==> config.mk <==
export PLATFORM = sky130hd
export DESIGN_NAME = spi_dma_ctl
export DESIGN_NICKNAME = d
export VERILOG_FILES = /design/src/rtl/spi_dma_pkg.sv /design/src/rtl/spi_dma_regs.sv /design/src/rtl/spi_dma_req.sv /design/src/rtl/spi_dma_rxcnt.sv /design/src/rtl/spi_dma_irq.sv /design/src/rtl/spi_dma_ctl.sv
export SDC_FILE = /design/constraint.sdc
export NUM_CORES = 1
export LEC_CHECK = 0
export ABC_CLOCK_PERIOD_IN_PS = 2200
export BUFFER_PORTS_ARGS = -buffer_cell sky130_fd_sc_hd__buf_2
export CAP_MARGIN = 25
export CELL_PAD_IN_SITES_DETAIL_PLACEMENT = 0
export CELL_PAD_IN_SITES_GLOBAL_PLACEMENT = 1
export CORE_MARGIN = 3
export CORE_UTILIZATION = 42
export DETAILED_ROUTE_END_ITERATION = 12
export PLACE_DENSITY_LB_ADDON = 0.3
export SLEW_MARGIN = 20
export SYNTH_ARGS = -nofsm -noshare
export SYNTH_HDL_FRONTEND = slang
export SYNTH_SLANG_ARGS = --single-unit
==> constraint.sdc <==
create_clock -name clk -period 2.2 [get_ports clk]
set_input_delay 0 -clock clk [delete_from_list [all_inputs] [get_ports clk]]
set_output_delay 0 -clock clk [all_outputs]
set_load 0.005 [all_outputs]
==> src/rtl/spi_dma_pkg.sv <==
package spi_dma_pkg;

    localparam int ADDR_W = 2;

    localparam logic [ADDR_W-1:0] ADDR_CTRL  = 2'd0;
    localparam logic [ADDR_W-1:0] ADDR_DMA   = 2'd1;
    localparam logic [ADDR_W-1:0] ADDR_COUNT = 2'd2;

    // control register bit positions
    localparam int CTRL_SPI_EN   = 0;
    localparam int CTRL_MASTER   = 1;
    localparam int CTRL_RX_FLUSH = 2;
    localparam int CTRL_CNT_MODE = 3;

    // DMA register bit positions
    localparam int DMA_GLOBAL = 0;
    localparam int DMA_TX     = 1;
    localparam int DMA_RX     = 2;

    localparam int NUM_DIR = 2;
    localparam int DIR_TX  = 0;
    localparam int DIR_RX  = 1;

    typedef struct packed {
        logic spi_en;
        logic master;
        logic rx_flush;
        logic cnt_mode;
        logic dma_en;
        logic tx_en;
        logic rx_en;
    } cfg_t;

endpackage

==> src/rtl/spi_dma_regs.sv <==
module spi_dma_regs
    import spi_dma_pkg::*;
#(
    parameter int DATA_W = 8,
    parameter int CNT_W  = 8
) (
    input  logic                clk,
    input  logic                rst_n,
    input  logic                wr_i,
    input  logic [ADDR_W-1:0]   addr_i,
    input  logic [DATA_W-1:0]   wdata_i,
    output cfg_t                cfg_o,
    output logic [CNT_W-1:0]    count_o,
    output logic                count_wr_o
);

    typedef struct packed {
        cfg_t             cfg;
        logic [CNT_W-1:0] count;
    } regs_t;

    regs_t st_d, st_q;

    always_comb begin
        st_d = st_q;
        if (wr_i) begin
            unique case (addr_i)
                ADDR_CTRL: begin
                    st_d.cfg.spi_en   = wdata_i[CTRL_SPI_EN];
                    st_d.cfg.master   = wdata_i[CTRL_MASTER];
                    st_d.cfg.rx_flush = wdata_i[CTRL_RX_FLUSH];
                    st_d.cfg.cnt_mode = wdata_i[CTRL_CNT_MODE];
                end
                ADDR_DMA: begin
                    st_d.cfg.dma_en = wdata_i[DMA_GLOBAL];
                    st_d.cfg.tx_en  = wdata_i[DMA_TX];
                    st_d.cfg.rx_en  = wdata_i[DMA_RX];
                end
                ADDR_COUNT: begin
                    st_d.count = wdata_i[CNT_W-1:0];
                end
                default: begin
                end
            endcase
        end
    end

    always_ff @(posedge clk or negedge rst_n) begin
        if (!rst_n) begin
            st_q <= '0;
        end else begin
            st_q <= st_d;
        end
    end

    assign cfg_o      = st_q.cfg;
    assign count_o    = st_q.count;
    assign count_wr_o = wr_i && (addr_i == ADDR_COUNT);

    AST_COUNT_WRITE: assert property (@(posedge clk) disable iff (!rst_n)
        (wr_i && addr_i == ADDR_COUNT) |=> (count_o == $past(wdata_i[CNT_W-1:0])));

endmodule

==> src/rtl/spi_dma_req.sv <==
module spi_dma_req (
    input  logic clk,
    input  logic rst_n,
    input  logic gate_i,
    input  logic want_i,
    input  logic ack_i,
    output logic req_o
);

    typedef struct packed {
        logic req;
    } req_st_t;

    req_st_t st_d, st_q;

    always_comb begin
        st_d = st_q;
        if (!gate_i) begin
            st_d.req = 1'b0;
        end else if (st_q.req && ack_i) begin
            st_d.req = 1'b0;
        end else if (st_q.req) begin
            st_d.req = 1'b1;
        end else begin
            st_d.req = want_i;
        end
    end

    always_ff @(posedge clk or negedge rst_n) begin
        if (!rst_n) begin
            st_q <= '0;
        end else begin
            st_q <= st_d;
        end
    end

    assign req_o = st_q.req;

    AST_REQ_GATED: assert property (@(posedge clk) disable iff (!rst_n)
        req_o |-> $past(gate_i));
    AST_ACK_DROPS: assert property (@(posedge clk) disable iff (!rst_n)
        (req_o && ack_i) |=> !req_o);
    AST_REQ_HELD: assert property (@(posedge clk) disable iff (!rst_n)
        (req_o && !ack_i && gate_i) |=> req_o);
    AST_GATE_CLOSES: assert property (@(posedge clk) disable iff (!rst_n)
        !gate_i |=> !req_o);

endmodule

==> src/rtl/spi_dma_rxcnt.sv <==
module spi_dma_rxcnt #(
    parameter int CNT_W = 8
) (
    input  logic             clk,
    input  logic             rst_n,
    input  logic             active_i,
    input  logic             clear_i,
    input  logic             byte_i,
    input  logic [CNT_W-1:0] target_i,
    output logic             allow_o,
    output logic             done_o
);

    localparam logic [CNT_W-1:0] ONE = CNT_W'(1);

    typedef struct packed {
        logic [CNT_W-1:0] cnt;
        logic             done;
    } cnt_st_t;

    cnt_st_t st_d, st_q;
    logic    below;
    logic    bump;

    always_comb begin
        below = (st_q.cnt < target_i);
        bump  = active_i && byte_i && below;
        st_d      = st_q;
        st_d.done = 1'b0;
        if (clear_i) begin
            st_d.cnt = '0;
        end else if (bump) begin
            st_d.cnt  = st_q.cnt + ONE;
            st_d.done = ((st_q.cnt + ONE) == target_i);
        end
    end

    always_ff @(posedge clk or negedge rst_n) begin
        if (!rst_n) begin
            st_q <= '0;
        end else begin
            st_q <= st_d;
        end
    end

    assign allow_o = below;
    assign done_o  = st_q.done;

    AST_CNT_BOUND: assert property (@(posedge clk) disable iff (!rst_n)
        st_q.cnt <= target_i);
    AST_CLEAR_ZERO: assert property (@(posedge clk) disable iff (!rst_n)
        clear_i |=> (st_q.cnt == '0));
    AST_DONE_PULSE: assert property (@(posedge clk) disable iff (!rst_n)
        done_o |=> !done_o);
    AST_DONE_AT_TARGET: assert property (@(posedge clk) disable iff (!rst_n)
        done_o |-> !allow_o || clear_i || $past(clear_i));

endmodule

==> src/rtl/spi_dma_irq.sv <==
module spi_dma_irq #(
    parameter int LVL_W      = 4,
    parameter int TX_IRQ_LVL = 2,
    parameter int RX_IRQ_LVL = 1
) (
    input  logic             clk,
    input  logic             rst_n,
    input  logic             spi_en_i,
    input  logic             dma_en_i,
    input  logic             rx_flush_i,
    input  logic [LVL_W-1:0] tx_level_i,
    input  logic [LVL_W-1:0] rx_level_i,
    input  logic             txur_evt_i,
    input  logic             rxof_evt_i,
    output logic             irq_tx_o,
    output logic             irq_rx_o,
    output logic             irq_txur_o,
    output logic             irq_rxof_o
);

    localparam logic [LVL_W-1:0] TX_THR = LVL_W'(TX_IRQ_LVL);
    localparam logic [LVL_W-1:0] RX_THR = LVL_W'(RX_IRQ_LVL);

    typedef struct packed {
        logic tx;
        logic rx;
        logic txur;
        logic rxof;
    } irq_st_t;

    irq_st_t st_d, st_q;

    always_comb begin
        st_d      = st_q;
        st_d.tx   = spi_en_i && !dma_en_i && (tx_level_i <= TX_THR);
        st_d.rx   = spi_en_i && !dma_en_i && (rx_level_i >= RX_THR);
        st_d.txur = spi_en_i && txur_evt_i;
        st_d.rxof = spi_en_i && rxof_evt_i && !rx_flush_i;
    end

    always_ff @(posedge clk or negedge rst_n) begin
        if (!rst_n) begin
            st_q <= '0;
        end else begin
            st_q <= st_d;
        end
    end

    assign irq_tx_o   = st_q.tx;
    assign irq_rx_o   = st_q.rx;
    assign irq_txur_o = st_q.txur;
    assign irq_rxof_o = st_q.rxof;

    AST_TX_IRQ_QUIET: assert property (@(posedge clk) disable iff (!rst_n)
        dma_en_i |=> !irq_tx_o);
    AST_RX_IRQ_QUIET: assert property (@(posedge clk) disable iff (!rst_n)
        dma_en_i |=> !irq_rx_o);
    AST_UNDERRUN_KEPT: assert property (@(posedge clk) disable iff (!rst_n)
        (spi_en_i && txur_evt_i) |=> irq_txur_o);
    AST_OVERFLOW_FLUSHED: assert property (@(posedge clk) disable iff (!rst_n)
        rx_flush_i |=> !irq_rxof_o);

endmodule

==> src/rtl/spi_dma_ctl.sv <==
module spi_dma_ctl
    import spi_dma_pkg::*;
#(
    parameter int FIFO_DEPTH = 8,
    parameter int DATA_W     = 8,
    parameter int CNT_W      = 8,
    parameter int TX_IRQ_LVL = 2,
    parameter int RX_IRQ_LVL = 1,
    localparam int LVL_W     = $clog2(FIFO_DEPTH + 1)
) (
    input  logic              clk,
    input  logic              rst_n,
    input  logic              reg_wr,
    input  logic [1:0]        reg_addr,
    input  logic [DATA_W-1:0] reg_wdata,
    input  logic [LVL_W-1:0]  tx_level,
    input  logic [LVL_W-1:0]  rx_level,
    input  logic              tx_underrun,
    input  logic              rx_overflow,
    input  logic              rx_byte,
    input  logic              tx_dack,
    input  logic              rx_dack,
    output logic              tx_dreq,
    output logic              rx_dreq,
    output logic              rx_fifo_flush,
    output logic              xfer_allow,
    output logic              rx_done,
    output logic              irq_tx,
    output logic              irq_rx,
    output logic              irq_txur,
    output logic              irq_rxof
);

    localparam logic [LVL_W-1:0] DEPTH_LVL = LVL_W'(FIFO_DEPTH);

    cfg_t               cfg;
    logic [CNT_W-1:0]   target;
    logic               target_wr;
    logic               cnt_active;
    logic               cnt_clear;
    logic               cnt_allow;
    logic [NUM_DIR-1:0] dir_gate;
    logic [NUM_DIR-1:0] dir_want;
    logic [NUM_DIR-1:0] dir_ack;
    logic [NUM_DIR-1:0] dir_req;

    spi_dma_regs #(
        .DATA_W (DATA_W),
        .CNT_W  (CNT_W)
    ) u_regs (
        .clk        (clk),
        .rst_n      (rst_n),
        .wr_i       (reg_wr),
        .addr_i     (reg_addr),
        .wdata_i    (reg_wdata),
        .cfg_o      (cfg),
        .count_o    (target),
        .count_wr_o (target_wr)
    );

    always_comb begin
        dir_gate[DIR_TX] = cfg.spi_en && cfg.dma_en && cfg.tx_en;
        dir_gate[DIR_RX] = cfg.spi_en && cfg.dma_en && cfg.rx_en;
        dir_want[DIR_TX] = (tx_level < DEPTH_LVL);
        dir_want[DIR_RX] = (rx_level != '0);
        dir_ack[DIR_TX]  = tx_dack;
        dir_ack[DIR_RX]  = rx_dack;
    end

    for (genvar g = 0; g < NUM_DIR; g++) begin : g_dir
        spi_dma_req u_req (
            .clk    (clk),
            .rst_n  (rst_n),
            .gate_i (dir_gate[g]),
            .want_i (dir_want[g]),
            .ack_i  (dir_ack[g]),
            .req_o  (dir_req[g])
        );
    end

    assign tx_dreq = dir_req[DIR_TX];
    assign rx_dreq = dir_req[DIR_RX];

    assign cnt_active = cfg.spi_en && cfg.master && cfg.cnt_mode;
    assign cnt_clear  = target_wr || !cfg.spi_en;

    spi_dma_rxcnt #(
        .CNT_W (CNT_W)
    ) u_rxcnt (
        .clk      (clk),
        .rst_n    (rst_n),
        .active_i (cnt_active),
        .clear_i  (cnt_clear),
        .byte_i   (rx_byte),
        .target_i (target),
        .allow_o  (cnt_allow),
        .done_o   (rx_done)
    );

    assign xfer_allow    = cnt_active ? cnt_allow : (cfg.spi_en && (tx_level != '0));
    assign rx_fifo_flush = cfg.rx_flush;

    spi_dma_irq #(
        .LVL_W      (LVL_W),
        .TX_IRQ_LVL (TX_IRQ_LVL),
        .RX_IRQ_LVL (RX_IRQ_LVL)
    ) u_irq (
        .clk        (clk),
        .rst_n      (rst_n),
        .spi_en_i   (cfg.spi_en),
        .dma_en_i   (cfg.dma_en),
        .rx_flush_i (cfg.rx_flush),
        .tx_level_i (tx_level),
        .rx_level_i (rx_level),
        .txur_evt_i (tx_underrun),
        .rxof_evt_i (rx_overflow),
        .irq_tx_o   (irq_tx),
        .irq_rx_o   (irq_rx),
        .irq_txur_o (irq_txur),
        .irq_rxof_o (irq_rxof)
    );

    AST_STOP_AT_TARGET: assert property (@(posedge clk) disable iff (!rst_n)
        rx_done |-> !xfer_allow || !cnt_active || $past(cnt_clear) || cnt_clear);
    AST_DRAIN_NO_DMA: assert property (@(posedge clk) disable iff (!rst_n)
        (!cnt_active && cfg.spi_en && tx_level != '0) |-> xfer_allow);

endmodule

==> reports/metrics.cfg <==
[timing]
fmax_mhz=491
fin_crit_sh_pct=92.6
worstMarginPinSlew_ps=675
max_slew_margin_pct=55.0
rsz0062_at_grt=no
finalClockSkew_ps=5.27
hold_violations=0
tns_ps=0
report.final.slew_viol_count=0
holdWs_ps=1.90
finalCriticalPeriod_ps=2040
setup_violations=0

[setup_path]
crit_path_start_kind=flip-flop
worst-r2r-cell-count=7
crit_required_ps=2400
worst_r2r_endpoint=u_rxcnt.st_q[4]
path_max_fanout=10
worstSetupStartpoint=u_regs.count_o[1]
r2r-start=u_regs.count_o[1]
crit_type=reg -> reg
reg2reg_slack_ps=160
crit_arrival_ps=2240
end_kind=flip-flop

[route]
drt_iter0_drc=70
vias=1397
drc=0
firstDrtPassIters=5
final_antenna_net_count=0
via_per_inst=5.44
wl_per_cell_um=14.7
wirelength_um=3790

[logic_synthesis]
synth_cell_types=41
synthFlopType=dfrtp_1
seq_area_frac_synth_pct=45.4
async_flop_share_pct=100
synth_area_leaders=dfrtp_1 45%, mux2_2 10%, ha_1 6.8%, xnor2_1 3.2%, a21oi_1 2.7%
synthCells=155
synth.avg_cell_area_um2=10.7
synth.most_common_cell=dfrtp_1
yosysTopAreaCell=dfrtp_1
ys_ff_latch=30
synth_top_area_share_pct=45.4
syn_nets=190
yosysWarnings=0
synth_edf_count=0
syn_area_mm2=0.00166
synthTopCellsByCount=30 x dfrtp_1, 15 x mux2_2, 11 x nand2_1

[clocking]
cts_setup_buffers=0
cts.path.max_buffers=2
clock-sinks=30
cts-root-buf=clkbuf_8
cts_max_level=2
cts_tree=yes
clkTransAtPathRegs_ps=60
clock_latency_ps=280
cts_buffers=5

[status]
status=finished clean

[placed_design]
io_buffers=34
gp_congestion=0.883
dp_hpwl_um=2790
post_dp_cell_area_mm2=0.00190

[grt]
grt_usage_pct=18.2
grt_remaining_overflow=0
antenna_found_initial=0
grt_pass1_wl_um=6180
grt_pass1_vias=1303
grt_max_degree=31

[die]
fp.dieArea_mm2=0.00473
coreArea_mm2=0.00374
num_io_pins=35
die_y_um=68.8
rows=22
initial_core_util_pct=44.2
die_width_um=68.8

[run]
cap_violations=0

[min_path]
min_path_type=in -> reg
worstHoldPathCells=2
min_from=reg_wdata[2]
hold_end=u_regs.cfg_o[0]

[power]
powerDensity_mw_per_mm2=665
vdd_drop_max_mv=0.509
leakagePower_nw=0.975

[finish]
drive_above_1_share_pct=30.1
diodes=0
final_area_mm2=0.00211
nNetsFinal=245
layout-area-overhead-vs-synth_pct=27.7

-- repair_timing --
item / 4_1_cts / 5_1_grt
hold buffers: 13 / 0
setup endpoints to repair: 0 / 4
resized for setup: 0 / 1
hold endpoints to repair: 46 / 0
-- placed cells by master, fill, tap and decap left out, drive strengths merged, types with 8 or more instances in the layout --
master        n
inv           9
dfrtp        30
a21oi         9
dlygate4sd3  13
nand2        11
nor2          8
ha            9
mux2         15
buf          38
-- routing by layer --
layer | vias up | part of all wire, % | GRT usage, %
li1 | 680 | - | -
met4 | 0 | 1.7 | 7.06
met2 | 39 | 50 | 29.1
met1 | 670 | 44 | 23.0
met5 | - | 0 | 0
met3 | 8 | 4.7 | 5.67
-- through the flow --
step | utilization, % | setup slack (ps) | cells | total power [W]
detailed placement | 50.7 | 148 | 238 | 0.000970
floorplan | - | 310 | 155 | 0.000850
global route | 56.5 | 21.3 | 257 | 0.00149
global placement | 50.7 | 234 | 238 | 0.000960
finish | 56.5 | 163 | 257 | 0.00140
CTS | 56.4 | 91.7 | 257 | 0.00142
-- power breakdown --
group	total, W	leakage [nW]	internal, W	switching (W)
Clock	0.000432	0.0431	0.000240	0.000191
Sequential	0.000666	0.384	0.000618	0.0000477
Combinational	0.000308	0.548	0.000161	0.000146
-- layout make-up --
type / instances / area [um2]
clock buffer: 6 / 82.6
fill: 366 / 1630
timing repair buffer: 51 / 330
tap: 48 / 60.1
multi-input combinational: 113 / 856
sequential: 30 / 751
inverter: 9 / 33.8
-- critical path: stages (launching register included) --
cell,delay (ps)
dfrtp_1,380
inv_1,60
ha_1,280
nor2b_1,130
o211ai_1,250
a21oi_2,190
or4_1,520
a21oi_1,160
-- kinds of logic after synthesis --
| family | Yosys count | share of synthesized area [%] |
|---|---|---|
| AO/OA/AOI/OAI | 31 | 12.6 |
| XOR/XNOR | 10 | 5.29 |
| adder cells (fa/ha/maj) | 9 | 6.80 |
| buffers and inverters | 12 | 3.17 |
| flip-flops | 30 | 45.4 |
| multiplexers | 16 | 10.8 |
| AND/OR/NAND/NOR | 47 | 15.9 |
-- worst max path at each step --
stage,endpoint,slack (ps),cells past startpoint
after floorplan,u_rxcnt.st_q[4],310,7
after global placement,u_rxcnt.st_q[4],230,7
after detailed placement,u_rxcnt.st_q[4],150,7
after CTS,xfer_allow,90,5
after global routing,u_rxcnt.st_q[5],20,7
final,u_rxcnt.st_q[4],160,7
-- flip-flops by register name, summed over array words and instances (netlist names) --
register	flops
u_irq.irq_rx_o	1
g_dir.u_req.req_o	2
u_regs.cfg_o	7
u_irq.irq_txur_o	1
u_irq.irq_tx_o	1
u_regs.count_o	8
u_rxcnt.st_q	8
u_rxcnt.done_o	1
u_irq.irq_rxof_o	1
No activity file was read; power rests on OpenSTA's default activity.
